File: src/rtl/wdog_pkg.sv
// Shared constants for the watchdog: register offsets, restart key,
// control-bit positions and reset values. Assumes a 32-bit data path.
package wdog_pkg;
    localparam int DATA_W = 32;
    localparam logic [7:0] OFF_COUNT   = 8'h00;
    localparam logic [7:0] OFF_RELOAD  = 8'h04;
    localparam logic [7:0] OFF_RESTART = 8'h08;
    localparam logic [7:0] OFF_CTRL    = 8'h0C;
    localparam logic [15:0] RESTART_KEY = 16'h4755;
    localparam logic [DATA_W-1:0] CNT_RST_VAL = 32'h014F_B180;
    localparam logic [DATA_W-1:0] CTRL_CLR_MASK = 32'h0000_0380;
    localparam int B_EN      = 0;
    localparam int B_SYSRST  = 1;
    localparam int B_IRQ     = 2;
    localparam int B_TICKSEL = 4;
endpackage

File: src/rtl/wdog_counter.sv
// Down-counter: loads on request, steps on the selected source, saturates
// at zero and flags the 1->0 step. Assumes load and freeze come from the
// register block in the same cycle as the bus write.
module wdog_counter
    import wdog_pkg::*;
#(
    parameter int W = DATA_W,
    parameter logic [W-1:0] RST_VAL = CNT_RST_VAL
) (
    input  logic         clk,
    input  logic         rst_n,
    input  logic         load,
    input  logic [W-1:0] load_val,
    input  logic         run,
    input  logic         tick_sel,
    input  logic         tick_1us,
    input  logic         freeze,
    output logic [W-1:0] count,
    output logic         expire_evt
);
    logic step;

    // Decide whether this cycle decrements the count
    always_comb begin
        step       = run && !freeze && (tick_sel ? tick_1us : 1'b1) && (count != '0);
        expire_evt = step && (count == W'(1));
    end

    // Count register: load wins over a step
    always_ff @(posedge clk) begin
        if (!rst_n)     count <= RST_VAL;
        else if (load)  count <= load_val;
        else if (step)  count <= count - W'(1);
    end


    hold_when_stopped_chk: assert property (@(posedge clk) disable iff (!rst_n)
        (!run && !load) |=> $stable(count));

    zero_saturates_chk: assert property (@(posedge clk) disable iff (!rst_n)
        (count == '0 && !load) |=> (count == '0));

    freeze_holds_chk: assert property (@(posedge clk) disable iff (!rst_n)
        (freeze && !load) |=> $stable(count));
endmodule

File: src/rtl/wdog_regs.sv
// Register block: decodes aligned word accesses, keeps reload and control,
// checks the restart key and detects enable edges. Read data is registered.
// Assumes one access per cycle; unaligned or unknown offsets are no-ops.
module wdog_regs
    import wdog_pkg::*;
#(
    parameter int ADDR_W = 8,
    parameter int W = DATA_W
) (
    input  logic              clk,
    input  logic              rst_n,
    input  logic              wr_en,
    input  logic              rd_en,
    input  logic [ADDR_W-1:0] addr,
    input  logic [W-1:0]      wdata,
    input  logic [W-1:0]      count,
    input  logic              expire_evt,
    input  logic              mem_bypass,
    output logic [W-1:0]      rdata,
    output logic [W-1:0]      reload_q,
    output logic              en,
    output logic              tick_sel,
    output logic              sysrst_en,
    output logic              irq_en,
    output logic              load_cnt,
    output logic              en_rise,
    output logic              freeze
);
    logic [W-1:0] ctrl_q;
    logic         wr_ok, wr_ctrl, wr_restart, key_ok;

    // Decode the write strobe into per-register actions
    always_comb begin
        wr_ok      = wr_en && (addr[1:0] == 2'b00);
        wr_ctrl    = wr_ok && (addr == ADDR_W'(OFF_CTRL));
        wr_restart = wr_ok && (addr == ADDR_W'(OFF_RESTART));
        key_ok     = wr_restart && (wdata[15:0] == RESTART_KEY);
        en_rise    = wr_ctrl && wdata[B_EN] && !ctrl_q[B_EN];
        load_cnt   = key_ok || en_rise;
        freeze     = wr_ctrl || wr_restart;
        en         = ctrl_q[B_EN];
        tick_sel   = ctrl_q[B_TICKSEL];
        sysrst_en  = ctrl_q[B_SYSRST];
        irq_en     = ctrl_q[B_IRQ];
    end

    // Reload register
    always_ff @(posedge clk) begin
        if (!rst_n) reload_q <= CNT_RST_VAL;
        else if (wr_ok && addr == ADDR_W'(OFF_RELOAD)) reload_q <= wdata;
    end

    // Control register: cleaned bus write, or full clear on bypassed expiry
    always_ff @(posedge clk) begin
        if (!rst_n)                        ctrl_q <= '0;
        else if (wr_ctrl)                  ctrl_q <= wdata & ~CTRL_CLR_MASK;
        else if (expire_evt && mem_bypass) ctrl_q <= '0;
    end

    // Registered read mux
    always_ff @(posedge clk) begin
        if (!rst_n) rdata <= '0;
        else if (rd_en) begin
            case (addr)
                ADDR_W'(OFF_COUNT):  rdata <= count;
                ADDR_W'(OFF_RELOAD): rdata <= reload_q;
                ADDR_W'(OFF_CTRL):   rdata <= ctrl_q;
                default:             rdata <= '0;
            endcase
        end
    end


    bypass_clears_ctrl_chk: assert property (@(posedge clk) disable iff (!rst_n)
        (expire_evt && mem_bypass) |=> (ctrl_q == '0));

    ctrl_clean_chk: assert property (@(posedge clk) disable iff (!rst_n)
        wr_ctrl |=> (ctrl_q[9:7] == 3'b000));
endmodule

File: src/rtl/wdog_expiry.sv
// Expiry handling: turns the 1->0 event into a one-cycle reset request,
// a sticky flag and a level interrupt, each qualified by its control bit
// and blocked by the bypass input. Flags clear on an enable rising edge.
module wdog_expiry (
    input  logic clk,
    input  logic rst_n,
    input  logic expire_evt,
    input  logic mem_bypass,
    input  logic en_rise,
    input  logic sysrst_en,
    input  logic irq_en,
    output logic rst_req,
    output logic rst_sticky,
    output logic irq
);
    logic fire;

    // Expiry that is allowed to act
    always_comb fire = expire_evt && !mem_bypass;

    // Single-cycle reset request
    always_ff @(posedge clk) begin
        if (!rst_n) rst_req <= 1'b0;
        else        rst_req <= fire && sysrst_en;
    end

    // Sticky request flag and level interrupt
    always_ff @(posedge clk) begin
        if (!rst_n) begin
            rst_sticky <= 1'b0;
            irq        <= 1'b0;
        end else if (en_rise) begin
            rst_sticky <= 1'b0;
            irq        <= 1'b0;
        end else begin
            if (fire && sysrst_en) rst_sticky <= 1'b1;
            if (fire && irq_en)    irq        <= 1'b1;
        end
    end


    req_one_cycle_chk: assert property (@(posedge clk) disable iff (!rst_n)
        rst_req |=> !rst_req);

    req_sets_sticky_chk: assert property (@(posedge clk) disable iff (!rst_n)
        rst_req |-> rst_sticky);

    irq_level_chk: assert property (@(posedge clk) disable iff (!rst_n)
        (irq && !en_rise) |=> irq);

    bypass_blocks_req_chk: assert property (@(posedge clk) disable iff (!rst_n)
        (expire_evt && mem_bypass) |=> !rst_req);
endmodule

File: src/rtl/wdog_timer.sv
// Top of the watchdog: register block, down-counter and expiry handler.
// Assumes tick_1us is a single-cycle pulse synchronous to clk.
module wdog_timer
    import wdog_pkg::*;
#(
    parameter int ADDR_W = 8
) (
    input  logic              clk,
    input  logic              rst_n,
    input  logic              wr_en,
    input  logic              rd_en,
    input  logic [ADDR_W-1:0] addr,
    input  logic [DATA_W-1:0] wdata,
    output logic [DATA_W-1:0] rdata,
    input  logic              tick_1us,
    input  logic              mem_bypass,
    output logic              rst_req,
    output logic              rst_sticky,
    output logic              irq
);
    logic [DATA_W-1:0] count, reload_q;
    logic en, tick_sel, sysrst_en, irq_en, load_cnt, en_rise, freeze, expire_evt;

    wdog_regs #(.ADDR_W(ADDR_W), .W(DATA_W)) u_regs (
        .clk(clk), .rst_n(rst_n), .wr_en(wr_en), .rd_en(rd_en), .addr(addr),
        .wdata(wdata), .count(count), .expire_evt(expire_evt),
        .mem_bypass(mem_bypass), .rdata(rdata), .reload_q(reload_q), .en(en),
        .tick_sel(tick_sel), .sysrst_en(sysrst_en), .irq_en(irq_en),
        .load_cnt(load_cnt), .en_rise(en_rise), .freeze(freeze)
    );

    wdog_counter #(.W(DATA_W), .RST_VAL(CNT_RST_VAL)) u_counter (
        .clk(clk), .rst_n(rst_n), .load(load_cnt), .load_val(reload_q),
        .run(en), .tick_sel(tick_sel), .tick_1us(tick_1us), .freeze(freeze),
        .count(count), .expire_evt(expire_evt)
    );

    wdog_expiry u_expiry (
        .clk(clk), .rst_n(rst_n), .expire_evt(expire_evt),
        .mem_bypass(mem_bypass), .en_rise(en_rise), .sysrst_en(sysrst_en),
        .irq_en(irq_en), .rst_req(rst_req), .rst_sticky(rst_sticky), .irq(irq)
    );
endmodule

File: config.mk
export PLATFORM = sky130hd
export DESIGN_NAME = wdog_timer
export DESIGN_NICKNAME = d
export VERILOG_FILES = /design/src/rtl/wdog_pkg.sv /design/src/rtl/wdog_counter.sv /design/src/rtl/wdog_regs.sv /design/src/rtl/wdog_expiry.sv /design/src/rtl/wdog_timer.sv
export SDC_FILE = /design/constraint.sdc
export NUM_CORES = 1
export LEC_CHECK = 0
export ABC_CLOCK_PERIOD_IN_PS = 7860
export BUFFER_PORTS_ARGS = -buffer_cell sky130_fd_sc_hd__buf_4
export CAP_MARGIN = 0
export CORE_MARGIN = 4
export CORE_UTILIZATION = 50
export CTS_CLUSTER_DIAMETER = 100
export DETAILED_ROUTE_END_ITERATION = 10
export PLACE_DENSITY = 0.74
export REMOVE_ABC_BUFFERS = 1
export SETUP_SLACK_MARGIN = 0.4
export SYNTH_ARGS = -nofsm -noshare
export SYNTH_HDL_FRONTEND = slang
export SYNTH_HIERARCHICAL = 1
export SYNTH_SLANG_ARGS = --single-unit
File: constraint.sdc
create_clock -name clk -period 7.86 [get_ports clk]
set_input_delay 1.179 -clock clk [delete_from_list [all_inputs] [get_ports clk]]
set_output_delay 1.179 -clock clk [all_outputs]
set_load 0.1 [all_outputs]
==> impl_metrics.py, run 1 <==
metrics = {
    "status": {
        "outcome": "finished clean",
    },
    "drt": {
        "drtIter0Drc": 460,
        "route.vias.total": 6053,
        "dr.pass1.iters": 5,
        "wl_per_cell_um": 17.59,
        "wl_um": 17890,
        "drc_errors": 0,
        "vias_per_cell": 5.952,
        "ant_nets": 0,
    },
    "timing": {
        "fin_crit_sh_pct": 48.70,
        "hold_viol": 0,
        "maxSlewHeadroom_pct": 24.33,
        "max_freq_ghz": 0.2613,
        "setup_tns_ps": 0,
        "rsz0062_at_grt": "no",
        "finalMaxSlewViolations": 0,
        "setup_viol": 0,
        "clock-skew-final_ps": 6.633,
        "min_period_ps": 3828,
        "tightest_slew_ps": 1134,
        "timing.hold.ws_ps": 452.6,
    },
    "synth": {
        "ys.warnings.count": 6,
        "synthFlopType": "dfxtp_1",
        "async_flop_share_pct": 0,
        "synth_seq_area_share_pct": 39.96,
        "synth_area_per_cell_um2": 8.158,
        "syn_area_um2": 6412,
        "synth_seq_cells": 128,
        "synthDistinctLibCells": 61,
        "synth-edff-count": 0,
        "syn_inst": 786,
    },
    "power": {
        "powerDensity_nw_per_um2": 218.3,
        "ir_drop_uv": 134.7,
        "leakage_nw": 2.873,
    },
    "hold_path": {
        "hold_depth": 2,
        "min_from": "u_regs/rdata[7]$_SDFFE_PN0P_",
        "hold_class": "flop to flop",
        "min_to": "u_regs/rdata[7]$_SDFFE_PN0P_",
    },
    "floorplanning": {
        "num_rows": 41,
        "die_area_um2": 14700,
        "initial_core_util_pct": 51.02,
        "die_x_um": 121.2,
        "core_um2": 12570,
        "die_y_um": 121.2,
        "ios": 81,
    },
    "worst_setup_path": {
        "rr_startpoint": "u_counter/count[0]$_SDFFE_PN0P_",
        "worstSetupPathType": "input port to flop",
        "rr_endpoint": "u_regs/ctrl_q[29]$_SDFFE_PN0P_",
        "cp_max_fo": 34,
        "startpoint_type": "input port",
        "cp.required_ps": 8170,
        "arrival_ps": 4140,
        "endpoint_kind": "flop",
        "reg2reg_setup_slack_ps": 4810,
        "ff2ff_path_depth": 10,
    },
    "global_routing": {
        "antenna_found_initial": 0,
        "first_global_vias": 5683,
        "grt.overflow.total": 0,
        "grt_usage_pct": 24.46,
        "grt_max_degree": 78,
        "grt_pass1_wl_um": 28750,
    },
    "layout": {
        "final_core_util_pct": 61.80,
        "register_area_um2": 2562,
        "multi_input_area_um2": 3550,
        "final_nets": 880,
        "fin_cells": 1017,
        "drive_gt1_share_pct": 20.95,
        "areaGrowthSynthToFinish_pct": 21.13,
        "fillerInstances": 1087,
        "antennaDiodeCount": 0,
    },
    "clocking": {
        "cts_sinks": 128,
        "post-cts-setup-buffers": 0,
        "ctsHtreeMaxLevel": 4,
        "cts_buffers": 17,
        "clk_latency_ps": 420,
        "cts.clk_slew.worst_paths_ps": 60,
        "clk_path_buf_depth": 2,
        "hold_buffers": 0,
        "cts_tree": "built",
        "cts_resized": 0,
        "cts_root_buf": "clkbuf_16",
    },
    "placed_design": {
        "gp_congestion": 0.8988,
        "port_buffers": 80,
        "hpwl_um": 11160,
        "place_inst": 985,
    },
    "job": {
        "cap_viol_max_count": 0,
    },
}
[per-layer routing]
layer / part of all wire (%) / vias up / track usage, % / wire length (um)
li1: - / 2942 / - / -
met1: 45 / 2880 / 31.23 / 8055
met2: 48 / 206 / 40.40 / 8631
met3: 5.2 / 25 / 5.594 / 926
met4: 1.5 / 0 / 9.174 / 273
met5: 0 / - / 0 / 0
[cell usage after synthesis (3+ instances only)]
cell,instances,area [um2]
clkbuf_1,40,150.1
a21oi_2,10,87.58
o211ai_1,5,37.54
mux2i_1,3,30.03
o31ai_1,10,75.07
dfxtp_1,128,2562
a31oi_1,16,100.1
o21ai_1,7,35.03
nor2b_1,32,200.2
nor3_1,10,50.05
or2_2,4,25.02
a21oi_1,26,130.1
o21a_1,29,217.7
nand3b_1,4,30.03
nand2b_1,3,18.77
mux2_2,30,337.8
or4_1,17,127.6
nand4_1,6,37.54
nor3b_1,3,22.52
o311a_1,8,80.08
and3_1,6,37.54
a311oi_1,7,61.31
inv_1,12,45.04
and2_1,4,25.02
nor4_1,10,62.56
nor2_1,16,60.06
nand3_1,77,385.4
nand2_1,123,461.7
nor4_4,3,63.81
buf_2,14,70.07
buf_1,4,15.01
or3_1,13,81.33
o21ai_0,71,355.3
[how the worst max path moves through the flow]
stage | from | to | slack, ps | depth (start not counted)
after floorplan | addr[1] | u_regs/ctrl_q[21]$_SDFFE_PN0P_ | 3620 | 9
after detailed placement | addr[3] | u_counter/count[22]$_SDFFE_PN1P_ | 3650 | 10
after global placement | addr[3] | u_counter/count[13]$_SDFFE_PN1P_ | 3780 | 10
after global routing | addr[3] | u_counter/count[22]$_SDFFE_PN1P_ | 3880 | 10
final | addr[3] | u_counter/count[22]$_SDFFE_PN1P_ | 4030 | 10
after CTS | addr[3] | u_counter/count[22]$_SDFFE_PN1P_ | 4110 | 10
[cells in the final DEF, fill, tap and decap left out, types with 7 or more instances in the layout]
cell       netlist  routed
a21oi_1         26      26
a21oi_2         10      10
a311oi_1         7       7
a31oi_1         16      16
buf_4            1      88
bufinv_16        0       8
clkbuf_16        0      17
dfxtp_1        128     128
inv_1           12      12
mux2_2          30      30
nand2_1        123     123
nand3_1         77      77
nor2_1          16      16
nor2b_1         32      32
nor3_1          10      10
nor4_1          10      10
o21a_1          29      29
o21ai_0         71      71
o21ai_1          7       7
o311a_1          8       8
o31ai_1         10      10
or3_1           13      13
or4_1           17      17
[flip-flops by register name (all words and copies together) (netlist names)]
name,cells
u_expiry/irq,1
u_regs/rdata,32
u_counter/count,32
u_expiry/rst_req,1
u_expiry/rst_sticky,1
u_regs/ctrl_q,29
u_regs/reload_q,32
[final cells by class]
class	instances	share of cell area, %
multi-input cells	585	45.70
flip-flops and latches	128	32.99
repair buffers	88	8.505
clock buffers	19	5.831
clock inverters	13	3.624
well taps	172	2.771
inverters	12	0.5799
[cells by family after synthesis]
| family | synth area share, % |
|---|---|
| compound gates | 19.88 |
| buf+inv | 4.839 |
| flops | 39.96 |
| fa+ha+maj | 0.3902 |
| xor+xnor | 0.2732 |
| mux | 5.737 |
| simple gates | 28.92 |
[metrics by stage]
stage	instance area, um2	total power, mW	worst slack (ps)
5_1_grt	7767	1.746	3883
3_3_place_gp	7033	0.7329	3776
2_1_floorplan	6147	0.6874	3624
3_5_place_dp	7033	0.7342	3649
6_report	7767	1.695	4032
4_1_cts	7767	1.703	4107
[worst max-delay path: stages]
cell and delay (ps):
buf_4 120, inv_1 810, nor2_1 160, and2_1 190, buf_4 220, inv_1 450, buf_4 410, nand3_1 120
or3_1 350, o311a_1 110
[report_power, final]
group	internal (mW)	switching, mW	total [mW]	leakage [nW]
Combinational	0.0261	0.0448	0.0709	1.49
Clock	0.677	0.297	0.974	0.350
Sequential	0.650	0.000658	0.650	1.03
No activity file was read; power rests on OpenSTA's default activity.
==> run 2: changes to the inputs <==
ABC_CLOCK_PERIOD_IN_PS = 3940   (was 7860)
clock period = 3.94 ns   (was 7.86 ns; I/O delays follow)
==> run 2 against run 1 <==
  * Highest routed layer unchanged
  * Setup slack got worse by 3100 ps
  * Critical path type is now flop to flop
  * Die area did not move
  * Via count rose by 0.12%
  * Global-route usage rose by 0.074 points
==> impl_metrics.py, run 2 (same netlist as run 1, synthesis figures left out) <==
metrics = {
    "status": {
        "outcome": "finished clean",
    },
    "global_routing": {
        "first_global_vias": 5604,
        "grt_usage_pct": 24.53,
        "grt.met3_usage_pct": 4.196,
        "grt_use_met2_pct": 39.91,
        "antenna_found_initial": 0,
        "grt_max_degree": 109,
        "grt.overflow.total": 0,
        "grt_pass1_wl_um": 28850,
        "grt_use_met1_pct": 33.49,
        "busiest_layer": "met2",
    },
    "worst_setup_path": {
        "reg2reg_setup_slack_ps": 940,
        "rr_endpoint": "u_regs/ctrl_q[13]$_SDFFE_PN0P_",
        "cp_max_fo": 29,
        "worstSetupStartpoint": "u_counter/count[0]$_SDFFE_PN0P_",
        "endpoint_kind": "flop",
        "rr_startpoint": "u_counter/count[0]$_SDFFE_PN0P_",
        "cp.required_ps": 4280,
        "worstSetupPathType": "flop to flop",
        "ff2ff_path_depth": 10,
        "arrival_ps": 3350,
        "startpoint_type": "flop",
    },
    "clocking": {
        "post-cts-setup-buffers": 0,
        "clk_path_buf_depth": 2,
        "cts_root_buf": "clkbuf_16",
        "cts_sinks": 128,
        "cts_buffers": 17,
        "clk_latency_ps": 420,
        "cts_tree": "built",
        "cts_resized": 0,
        "hold_buffers": 0,
        "cts.clk_slew.worst_paths_ps": 60,
        "ctsHtreeMaxLevel": 4,
    },
    "layout": {
        "final_core_util_pct": 61.30,
        "drive_gt1_share_pct": 21.18,
        "fin_area_um2": 7705,
        "final_nets": 885,
        "multi_input_area_um2": 3550,
        "final_common_cell": "dfxtp_1",
        "top_regs": "u_counter/count (32), u_regs/rdata (32), u_regs/reload_q (32)",
        "fillerInstances": 1094,
        "antennaDiodeCount": 0,
        "most-common-layout-cells": "dfxtp_1 (128), nand2_1 (123), buf_4 (92)",
        "register_area_um2": 2562,
        "fin_cells": 1022,
        "areaGrowthSynthToFinish_pct": 20.16,
    },
    "job": {
        "cap_viol_max_count": 0,
    },
    "timing": {
        "setup_tns_ps": 0,
        "clock-skew-final_ps": 8.115,
        "timing.hold.ws_ps": 388.1,
        "setup_viol": 0,
        "finalMaxSlewViolations": 0,
        "fin_crit_sh_pct": 76.25,
        "maxSlewHeadroom_pct": 42.68,
        "tightest_slew_ps": 859.8,
        "max_freq_ghz": 0.3329,
        "fin_ws_ps": 935.8,
        "rsz0062_at_grt": "no",
        "min_period_ps": 3004,
        "hold_viol": 0,
    },
    "hold_path": {
        "hold_depth": 3,
        "hold_class": "input port to flop",
        "min_to": "u_regs/reload_q[18]$_SDFFE_PN1P_",
        "min_from": "wdata[18]",
    },
    "drt": {
        "route.vias.total": 6060,
        "drtIter0Drc": 442,
        "wl_um": 17770,
        "ant_nets": 0,
        "drc_errors": 0,
        "vias_per_cell": 5.930,
        "wl_per_cell_um": 17.39,
        "dr.pass1.iters": 5,
    },
    "power": {
        "powerDensity_nw_per_um2": 402.6,
        "ir_drop_uv": 263.4,
        "leakage_nw": 2.858,
        "total_power_mw": 3.102,
    },
    "floorplanning": {
        "ios": 81,
        "die_area_um2": 14700,
        "die_y_um": 121.2,
        "core_um2": 12570,
        "initial_core_util_pct": 51.02,
        "die_x_um": 121.2,
        "num_rows": 41,
    },
    "placed_design": {
        "place_ws_ps": 921.3,
        "dpl_cell_area_um2": 7083,
        "gp_congestion": 0.8417,
        "place_inst": 990,
        "port_buffers": 80,
        "hpwl_um": 11610,
    },
}
## run 2: cell type report
| cell class | count | share of cell area (%) |
|---|---|---|
| clock buffer | 21 | 5.976 |
| clock inverter | 11 | 2.095 |
| timing repair buffer | 93 | 9.224 |
| sequential | 128 | 33.26 |
| tap | 172 | 2.793 |
| multi-input combinational | 585 | 46.07 |
| inverter | 12 | 0.5846 |
## run 2: where the power goes
| group | internal [mW] | leakage (nW) | switching [mW] | total, mW |
|---|---|---|---|---|
| logic | 0.0544 | 1.52 | 0.0902 | 0.145 |
| registers | 1.30 | 1.03 | 0.00126 | 1.30 |
| clock network | 1.09 | 0.307 | 0.573 | 1.66 |
## run 2: worst max path at each step
stage                                           to  slack (ps)  cells past startpoint
finish              u_regs/ctrl_q[13]$_SDFFE_PN0P_         940                     10
global route        u_regs/ctrl_q[11]$_SDFFE_PN0P_         740                     10
CTS                 u_regs/ctrl_q[28]$_SDFFE_PN0P_         980                     10
detailed placement  u_regs/ctrl_q[13]$_SDFFE_PN0P_         920                     11
global placement    u_regs/ctrl_q[21]$_SDFFE_PN0P_         940                     11
floorplan           u_regs/ctrl_q[21]$_SDFFE_PN0P_         160                      9
## run 2: per-layer routing
metal | part of all wire (%) | up-vias | routed length, um
li1 | - | 2949 | -
met1 | 46 | 2909 | 8226
met2 | 48 | 183 | 8458
met3 | 4.8 | 19 | 855
met4 | 1.3 | 0 | 230
met5 | 0 | - | 0
## run 2: critical path: stages, from the launching register on
cell and delay [ps]:
dfxtp_1 350, inv_1 90, ha_1 170, or4b_1 550, nor4_4 370, nand3_2 290, and3_1 320, a21boi_2 140
buf_4 360, nand3_1 130, o21ai_0 110
